## src/rtl/xmd_pkg.sv

```systemverilog
package xmd_pkg;
    localparam int NBANK = 4;
    localparam int BW    = $clog2(NBANK);
    localparam int NARR  = NBANK + 1;
    localparam int NRD   = 4;
    localparam int NPORT = 2;

    typedef enum logic {
        MODE_RW = 1'b0,
        MODE_R4 = 1'b1
    } mode_e;
endpackage

```

## src/rtl/xmd_bank.sv

```systemverilog
module xmd_bank #(
    parameter int DW    = 16,
    parameter int DEPTH = 16,
    parameter int NRP   = 2,
    localparam int AW   = $clog2(DEPTH)
) (
    input  logic                     clk,
    input  logic                     rst,
    input  logic [NRP-1:0]           re,
    input  logic [NRP-1:0][AW-1:0]   ra,
    output logic [NRP-1:0][DW-1:0]   rq,
    input  logic                     we,
    input  logic [AW-1:0]            wa,
    input  logic [DW-1:0]            wd
);
    logic [DW-1:0] mem_q [DEPTH];

    // read-first array: a read in the write cycle returns the old word
    always_ff @(posedge clk) begin
        if (rst) begin
            for (int j = 0; j < DEPTH; j++) mem_q[j] <= '0;
            rq <= '0;
        end else begin
            for (int p = 0; p < NRP; p++) begin
                if (re[p]) rq[p] <= mem_q[ra[p]];
            end
            if (we) mem_q[wa] <= wd;
        end
    end
endmodule

```

## src/rtl/xmd_alloc.sv

```systemverilog
module xmd_alloc
    import xmd_pkg::*;
#(
    parameter int OW = 4
) (
    input  logic                              mode,
    input  logic [NRD-1:0]                    rd_act,
    input  logic [NRD-1:0][BW-1:0]            rd_bank,
    input  logic [NRD-1:0][OW-1:0]            rd_off,
    input  logic                              wr_act,
    input  logic [BW-1:0]                     wr_bank,
    input  logic [OW-1:0]                     wr_off,
    output logic [NARR-1:0][NPORT-1:0]        port_en,
    output logic [NARR-1:0][NPORT-1:0][OW-1:0] port_off,
    output logic [NRD-1:0]                    recon,
    output logic [NRD-1:0][NARR-1:0]          slot,
    output logic [NBANK-1:0]                  upd_slot,
    output logic                              overflow
);
    logic [1:0] used [NARR];
    logic [1:0] dcnt [NBANK];
    logic [1:0] dlim;

    always_comb begin
        port_en  = '0;
        port_off = '0;
        recon    = '0;
        slot     = '0;
        upd_slot = '0;
        overflow = 1'b0;
        for (int k = 0; k < NARR; k++)  used[k] = 2'd0;
        for (int k = 0; k < NBANK; k++) dcnt[k] = 2'd0;
        dlim = (mode == MODE_R4) ? 2'd2 : 2'd1;

        // parity-update reads claim a port on every other data array first
        if (wr_act) begin
            for (int k = 0; k < NBANK; k++) begin
                if (k != int'(wr_bank)) begin
                    port_en[k][used[k][0]]  = 1'b1;
                    port_off[k][used[k][0]] = wr_off;
                    upd_slot[k]             = used[k][0];
                    used[k]                 = used[k] + 2'd1;
                end
            end
        end

        // direct reads, up to dlim per array in port order
        for (int i = 0; i < NRD; i++) begin
            if (rd_act[i]) begin
                if (dcnt[rd_bank[i]] < dlim) begin
                    if (used[rd_bank[i]] == 2'd2) begin
                        overflow = 1'b1;
                    end else begin
                        port_en[rd_bank[i]][used[rd_bank[i]][0]]  = 1'b1;
                        port_off[rd_bank[i]][used[rd_bank[i]][0]] = rd_off[i];
                        slot[i][rd_bank[i]]                       = used[rd_bank[i]][0];
                        used[rd_bank[i]]                          = used[rd_bank[i]] + 2'd1;
                    end
                    dcnt[rd_bank[i]] = dcnt[rd_bank[i]] + 2'd1;
                end else begin
                    recon[i] = 1'b1;
                end
            end
        end

        // rebuilt reads take one port on every other array, parity included
        for (int i = 0; i < NRD; i++) begin
            if (recon[i]) begin
                for (int k = 0; k < NARR; k++) begin
                    if (k != int'(rd_bank[i])) begin
                        if (used[k] == 2'd2) begin
                            overflow = 1'b1;
                        end else begin
                            port_en[k][used[k][0]]  = 1'b1;
                            port_off[k][used[k][0]] = rd_off[i];
                            slot[i][k]              = used[k][0];
                            used[k]                 = used[k] + 2'd1;
                        end
                    end
                end
            end
        end
    end
endmodule

```

## src/rtl/xmem_dual.sv

```systemverilog
module xmem_dual
    import xmd_pkg::*;
#(
    parameter int DW    = 16,
    parameter int DEPTH = 64,
    localparam int AW   = $clog2(DEPTH)
) (
    input  logic              clk,
    input  logic              rst,
    input  logic              mode,
    input  logic [NRD-1:0]    rd_vld,
    input  logic [NRD*AW-1:0] rd_addr,
    input  logic              wr_en,
    input  logic [AW-1:0]     wr_addr,
    input  logic [DW-1:0]     wr_data,
    output logic [NRD*DW-1:0] rdata
);
    localparam int OW     = AW - BW;
    localparam int BDEPTH = DEPTH / NBANK;

    typedef struct packed {
        logic                       pend;
        logic [OW-1:0]              poff;
        logic [DW-1:0]              pdat;
        logic [BW-1:0]              pbank;
        logic [NBANK-1:0]           uslot;
        logic [NRD-1:0]             val;
        logic [NRD-1:0]             rec;
        logic [NRD-1:0][BW-1:0]     bank;
        logic [NRD-1:0][NARR-1:0]   slot;
        logic [NRD-1:0]             fwd;
        logic [NRD-1:0][DW-1:0]     fpar;
    } st_t;

    st_t s_d, s_q;

    logic [NRD-1:0]                    rd_act;
    logic [NRD-1:0][BW-1:0]            rd_bank;
    logic [NRD-1:0][OW-1:0]            rd_off;
    logic                              wr_act;
    logic [NARR-1:0][NPORT-1:0]        port_en;
    logic [NARR-1:0][NPORT-1:0][OW-1:0] port_off;
    logic [NRD-1:0]                    recon;
    logic [NRD-1:0][NARR-1:0]          slot;
    logic [NBANK-1:0]                  upd_slot;
    logic                              alloc_ovf;
    logic [NARR-1:0]                   bank_we;
    logic [NARR-1:0][OW-1:0]           bank_wa;
    logic [NARR-1:0][DW-1:0]           bank_wd;
    logic [NARR-1:0][NPORT-1:0][DW-1:0] brd;
    logic [DW-1:0]                     new_par;

    always_comb begin
        for (int i = 0; i < NRD; i++) begin
            rd_act[i]  = rd_vld[i] && ((mode == MODE_R4) || (i < 2));
            rd_bank[i] = rd_addr[i*AW +: BW];
            rd_off[i]  = rd_addr[i*AW+BW +: OW];
        end
        wr_act = wr_en && (mode == MODE_RW);
    end

    xmd_alloc #(.OW(OW)) u_alloc (
        .mode     (mode),
        .rd_act   (rd_act),
        .rd_bank  (rd_bank),
        .rd_off   (rd_off),
        .wr_act   (wr_act),
        .wr_bank  (wr_addr[BW-1:0]),
        .wr_off   (wr_addr[AW-1:BW]),
        .port_en  (port_en),
        .port_off (port_off),
        .recon    (recon),
        .slot     (slot),
        .upd_slot (upd_slot),
        .overflow (alloc_ovf)
    );

    for (genvar k = 0; k < NARR; k++) begin : g_arr
        xmd_bank #(.DW(DW), .DEPTH(BDEPTH), .NRP(NPORT)) u_bank (
            .clk (clk),
            .rst (rst),
            .re  (port_en[k]),
            .ra  (port_off[k]),
            .rq  (brd[k]),
            .we  (bank_we[k]),
            .wa  (bank_wa[k]),
            .wd  (bank_wd[k])
        );
    end

    always_comb begin
        // new parity word of the write accepted last cycle
        new_par = s_q.pdat;
        for (int k = 0; k < NBANK; k++) begin
            if (k != int'(s_q.pbank)) new_par = new_par ^ brd[k][s_q.uslot[k]];
        end

        for (int k = 0; k < NBANK; k++) begin
            bank_we[k] = wr_act && (wr_addr[BW-1:0] == BW'(k));
            bank_wa[k] = wr_addr[AW-1:BW];
            bank_wd[k] = wr_data;
        end
        bank_we[NBANK] = s_q.pend;
        bank_wa[NBANK] = s_q.poff;
        bank_wd[NBANK] = new_par;

        s_d       = s_q;
        s_d.pend  = wr_act;
        s_d.poff  = wr_addr[AW-1:BW];
        s_d.pdat  = wr_data;
        s_d.pbank = wr_addr[BW-1:0];
        s_d.uslot = upd_slot;
        s_d.val   = rd_act;
        s_d.rec   = recon;
        s_d.bank  = rd_bank;
        s_d.slot  = slot;
        for (int i = 0; i < NRD; i++) begin
            s_d.fwd[i]  = s_q.pend && recon[i] && (rd_off[i] == s_q.poff);
            s_d.fpar[i] = new_par;
        end
    end

    always_comb begin
        for (int i = 0; i < NRD; i++) begin
            logic [DW-1:0] word;
            word = '0;
            if (s_q.val[i]) begin
                if (!s_q.rec[i]) begin
                    word = brd[s_q.bank[i]][s_q.slot[i][s_q.bank[i]]];
                end else begin
                    for (int k = 0; k < NBANK; k++) begin
                        if (k != int'(s_q.bank[i])) word = word ^ brd[k][s_q.slot[i][k]];
                    end
                    word = word ^ (s_q.fwd[i] ? s_q.fpar[i] : brd[NBANK][s_q.slot[i][NBANK]]);
                end
            end
            rdata[i*DW +: DW] = word;
        end
    end

    always_ff @(posedge clk) begin
        if (rst) s_q <= '0;
        else     s_q <= s_d;
    end


    port_budget_chk: assert property (@(posedge clk) disable iff (rst) !alloc_ovf);


    par_follow_chk: assert property (@(posedge clk) disable iff (rst)
        (wr_en && (mode == MODE_RW)) |=> bank_we[NBANK]);


    no_write_4r_chk: assert property (@(posedge clk) disable iff (rst)
        (mode == MODE_R4) |-> (bank_we[NBANK-1:0] == '0));

    for (genvar i = 0; i < NRD; i++) begin : g_chk

        idle_zero_chk: assert property (@(posedge clk) disable iff (rst)
            (!rd_vld[i] || ((mode == MODE_RW) && (i >= 2))) |=> (rdata[i*DW +: DW] == '0));
    end
endmodule

```

## config.mk

```make
export PLATFORM = sky130hd
export DESIGN_NAME = xmem_dual
export DESIGN_NICKNAME = d
export VERILOG_FILES = /design/src/rtl/xmd_pkg.sv /design/src/rtl/xmd_bank.sv /design/src/rtl/xmd_alloc.sv /design/src/rtl/xmem_dual.sv
export SDC_FILE = /design/constraint.sdc
export NUM_CORES = 2
export LEC_CHECK = 0
export CAP_MARGIN = 20
export CORE_MARGIN = 1.5
export CORE_UTILIZATION = 45
export DETAILED_ROUTE_END_ITERATION = 6
export MAX_ROUTING_LAYER = met4
export PLACE_DENSITY_LB_ADDON = 0.12
export SYNTH_ARGS = -nofsm -noshare
export SYNTH_HDL_FRONTEND = slang
export SYNTH_HIERARCHICAL = 1
export SYNTH_SLANG_ARGS = --single-unit
```

## constraint.sdc

```tcl
create_clock -name clk -period 19.5 [get_ports clk]
set_clock_uncertainty 0.1 [all_clocks]
set_input_delay 3.9 -clock clk [delete_from_list [all_inputs] [get_ports clk]]
set_output_delay 3.9 -clock clk [all_outputs]
set_load 0.05 [all_outputs]
```

After elaboration in Yosys (flattened, before gate mapping). Memory sizes are Yosys's and may differ from the RTL's. A register that Yosys moved wholly into a read port is not among the register bits. Index checks and enable logic that the tools add are counted.

Order comparisons: 104. Equal/unequal tests: 61. Reduce and logical (&&, ||, !) cells: 66. Add/subtract/negate cells: 22. Muxes and demuxes: 590. Bitwise operators: 54.

Operators by type and width (count): $mux W16 (125); $mux W40 (16); $mux W8 (47); $xor A16 B16 Y16 (20); $mux W10 (31); $bmux W32 S2 (4); $mux W2 (91); $bwmux W8 (22); $bwmux W40 (4); $mux W4 (37); $mux W32 (4); $mux W1 (110); $demux W4 S1 (24); $lt A1 B2 Y1 const B (48); $mux W5 (16); $reduce_or A16 Y1 (5); $demux W8 S2 (4); $eq A2 B2 Y1 const B (26); $logic_and A1 B1 Y1 (50); $add A2 B1 Y2 const B (22); $bwmux W10 (4); $ne A2 B2 Y1 const A (20); $or A2 B2 Y2 (20); $lt A2 B4 Y1 const B (8); other kinds (25) (139).

Flip-flop bits (word level): 79. RAM bits: 1280. Memories: 5. Word-level logic and storage cells: 918.

Memories: g_arr[0].u_bank.mem_q (depth 16, bits a word 16, read ports 2, clocked after memory_dff 2, wr ports 16, RTL line xmd_bank.sv:16) `logic [DW-1:0] mem_q [DEPTH];`; g_arr[1].u_bank.mem_q (depth 16, bits a word 16, read ports 2, clocked after memory_dff 2, wr ports 16, RTL line xmd_bank.sv:16); g_arr[2].u_bank.mem_q (depth 16, bits a word 16, read ports 2, clocked after memory_dff 2, wr ports 16, RTL line xmd_bank.sv:16); g_arr[3].u_bank.mem_q (depth 16, bits a word 16, read ports 2, clocked after memory_dff 2, wr ports 16, RTL line xmd_bank.sv:16); g_arr[4].u_bank.mem_q (depth 16, bits a word 16, read ports 2, clocked after memory_dff 2, wr ports 16, RTL line xmd_bank.sv:16).

Longest topological paths before layout.
Depth in word-level cells: 56. Depth in mapped cells: 47.

Hierarchy. The synthesis kept the hierarchy.

By module, submodules not included: xmd_bank at g_arr[2].u_bank ... (cells each 1240, times used 2, area an instance 14873.0 sq um); xmem_dual (cells each 2125, times used 1, area an instance 18801.8 sq um); xmd_bank at g_arr[0].u_bank (cells each 1240, times used 1, area an instance 15105.7 sq um); xmd_bank at g_arr[1].u_bank (cells each 1240, times used 1, area an instance 14839.2 sq um); xmd_bank at g_arr[4].u_bank (cells each 1239, times used 1, area an instance 14825.5 sq um); xmd_alloc (cells each 825, times used 1, area an instance 5637.9 sq um).

Worst setup path before layout. No wires, ideal clock.

Kind: input to register. Start: in rd_addr[0]. End: reg g_arr[1].u_bank/rq[30] (netlist name) (read register of g_arr[1].u_bank.mem_q). Setup time: 0.120 ns. Path buffers: 8. Stages on the path: 44. Slack: 6.862 ns. Arrival time: 12.418 ns. Path through: buf_2 > or3b_1 > buf_6 > xnor2_2 > nor2_1 > a31oi_1 > clkbuf_1 > mux2i_1 > ha_1 > a311oi_2 > a21oi_1 > or2_2 > clkbuf_1 > mux4_2 > ha_1 > nand3b_1 > nor3_1 > a31oi_1 > (+8 left out) > clkbuf_1 > inv_1 > ha_1 > and3_1 > nor2_1 > ha_1 > inv_1 > nand2_1 > o21ba_1 > clkbuf_1 > or3_1 > a22oi_1 > buf_2 > buf_2 > mux2i_1 > nand2_1 > nand3_1 > nand3_1.

RTL lines: start: declaration (RTL line xmem_dual.sv:12) `input logic [NRD*AW-1:0] rd_addr,`; end: declaration (RTL line xmd_bank.sv:11) `output logic [NRP-1:0][DW-1:0] rq,`.

==> results.yml <==
floorplanning:
  die_h_um: 471
  rows: 171
  initial_utilization_pct: 45.4
  core_area_um2: 218000
  die_area_um2: 222000
  die_w_um: 471
  ios: 118
place:
  gp_congestion: 1.01
  dp_cells: 11600
  placed_area_um2: 103000
  portBuffers: 117
  hpwl_um: 255000
timing:
  maxSlewViolCount: 0
  min_period_ps: 15730
  finalSetupTns_ps: 0
  finalCritPeriodShare_pct: 80.7
  setup_viol: 0
  worst_slew_pin_slew_ps: 1220
  rsz0062_at_grt: "no"
  hold_violations: 0
  slew-limit-headroom_pct: 18.4
  timing.fmax_mhz: 63.6
route:
  wire_per_inst_um: 32.8
  route.detailed.drc: 0
  ant_nets: 0
  wirelength_um: 393000
  drt-pass1-iter-count: 6
  drtIter0Drc: 9233
  viasPerCell: 6.45
  via_count: 77400
power:
  power_w: 0.00973
  switching_share_pct: 33.4
  seq_power_share_pct: 41.3
  vdd_drop_max_uv: 97.9
  p_per_area_nw_per_um2: 89.7
  combinationalPowerShare_pct: 25.1
  p_leak_nw: 37.3
  p_clk_share_pct: 33.6
  internal_power_w: 0.00648
  switchingPower_w: 0.00325
setup_path:
  slowest_stage: "buf_4"
  slowest_delay_ps: 850
  critPathRequiredTime_ps: 20200
  crit_fanout: 60
  cp_data_arrival_time_ps: 16430
  reg2reg_from: "g_arr[3].u_bank/rq[30]"
  critPathTopFamily: "simple AND/OR/NAND/NOR gates"
  cp_num_buf_inv: 7
  path_common_cell: "ha_1"
  path_class: "input pin to register"
  start_kind: "input pin"
  critPathLaunch: "mode"
  crit_path_end_kind: "register"
grt:
  antenna_found_initial: 25
  gr-total-overflow: 0
  grt_pass1_vias: 74200
  grt_use_total_pct: 35.4
  grt_max_degree: 129
  grt_first_pass_wirelength_um: 554000
clock_tree:
  clockBufferDepth: 3
  cts_setup_buffers: 0
  cts_resized: 0
  root_buffer: "clkbuf_16"
  cts_tree: "built"
  worstSkewPairLatency_ps: 880
  cts_hold_buf: 0
  cts-htree-levels: 4
  clock_sinks: 1523
  cts_buffers: 171
  cts.clk_slew.worst_paths_ps: 60
min_path:
  min_path_type: "register to register"
  min_from: "g_arr[1].u_bank/rq[22]"
finish:
  fillers: 19300
  drive_above_1_share_pct: 12.8
  instances_no_fill: 12000
  layout.nets: 9048
  synthToLayoutAreaGrowth_pct: 9.86
  fin_area_um2: 108000
  multi_input_area_um2: 52300
  regArea_um2: 43300
run_status:
  status: "finished clean"
logic_synthesis:
  syn_inst: 9119
  avgSynthCellArea_um2: 10.8
  syn_area_um2: 98700
  synth-warning-count: 6
flow_run:
  drv_cap: 0
-- tightest hold or removal path: stages, from the launching register on --
cell and delay (ps):
dfxtp_1 330, nand2_1 50, nand3_1 50
-- worst paths after layout --
kind / to / slack, ps / cells past startpoint
worst max-delay path: g_arr[2].u_bank/rq[29] / 3770 / 42
worst min-delay path: g_arr[1].u_bank/rq[22] / 360 / 2
worst max register to register: g_arr[4].u_bank/mem_q[5][14] / 16270 / 7
worst min register to register: g_arr[1].u_bank/rq[22] / 360 / 2
-- layer usage --
layer,vias up,share of wire (%),track usage [%],routed length [um]
li1,33400,-,-,-
met1,38900,41,46.1,163000
met2,4104,44,51.9,172000
met3,916,9.2,7.23,36000
met4,0,5.7,18.5,22600
met5,-,0,-,0
-- placed cells by master, fill, tap and decap left out, types with 77 or more instances in the layout --
| cell | instances |
|---|---|
| mux2i_1 | 1705 |
| and2_1 | 1327 |
| edfxtp_1 | 1280 |
| nand3_1 | 559 |
| a22oi_1 | 507 |
| nand2_1 | 506 |
| buf_4 | 292 |
| nor2_1 | 291 |
| a21oi_1 | 289 |
| dfxtp_1 | 231 |
| clkbuf_16 | 175 |
| mux2_2 | 168 |
| mux4_2 | 135 |
| o21ai_0 | 130 |
| nor2b_1 | 120 |
| xnor2_1 | 97 |
| clkdlybuf4s50_1 | 96 |
| nor3_1 | 83 |
| or2_2 | 77 |
-- per-stage QoR --
stage / hold WS, ps / setup WS (ps) / utilization (%)
2_1_floorplan: 324 / 6950 / -
3_5_place_dp: 351 / 3390 / 47.2
4_1_cts: 364 / 4270 / 49.8
3_3_place_gp: 341 / 3750 / 47.1
5_1_grt: 384 / 3150 / 49.8
6_report: 359 / 3770 / 49.9
-- state kept, by name, summed over array words and instances (netlist names) --
name / cells
bank_wa: 4
bank_we: 1
g_arr.u_bank/mem_q: 1280
g_arr.u_bank/rq: 160
s_q: 78
-- final cells by class --
| cell class | instances | share of cell area [%] |
|---|---|---|
| Antenna cell | 21 | 0.0484 |
| Clock buffer | 243 | 4.43 |
| Clock inverter | 80 | 0.791 |
| Inverter | 43 | 0.149 |
| Multi-Input combinational cell | 6824 | 48.2 |
| Sequential cell | 1523 | 39.9 |
| Tap cell | 2854 | 3.29 |
| Timing Repair Buffer | 408 | 3.16 |
-- power groups by stage --
stage | registers (W) | logic (W) | clock network [W]
floorplan | 0.00392 | 0.00155 | 0
global placement | 0.00406 | 0.00232 | 0
detailed placement | 0.00407 | 0.00236 | 0
CTS | 0.00400 | 0.00237 | 0.00331
global route | 0.00403 | 0.00255 | 0.00344
finish | 0.00402 | 0.00244 | 0.00327
(Power assumes the default switching activity.)
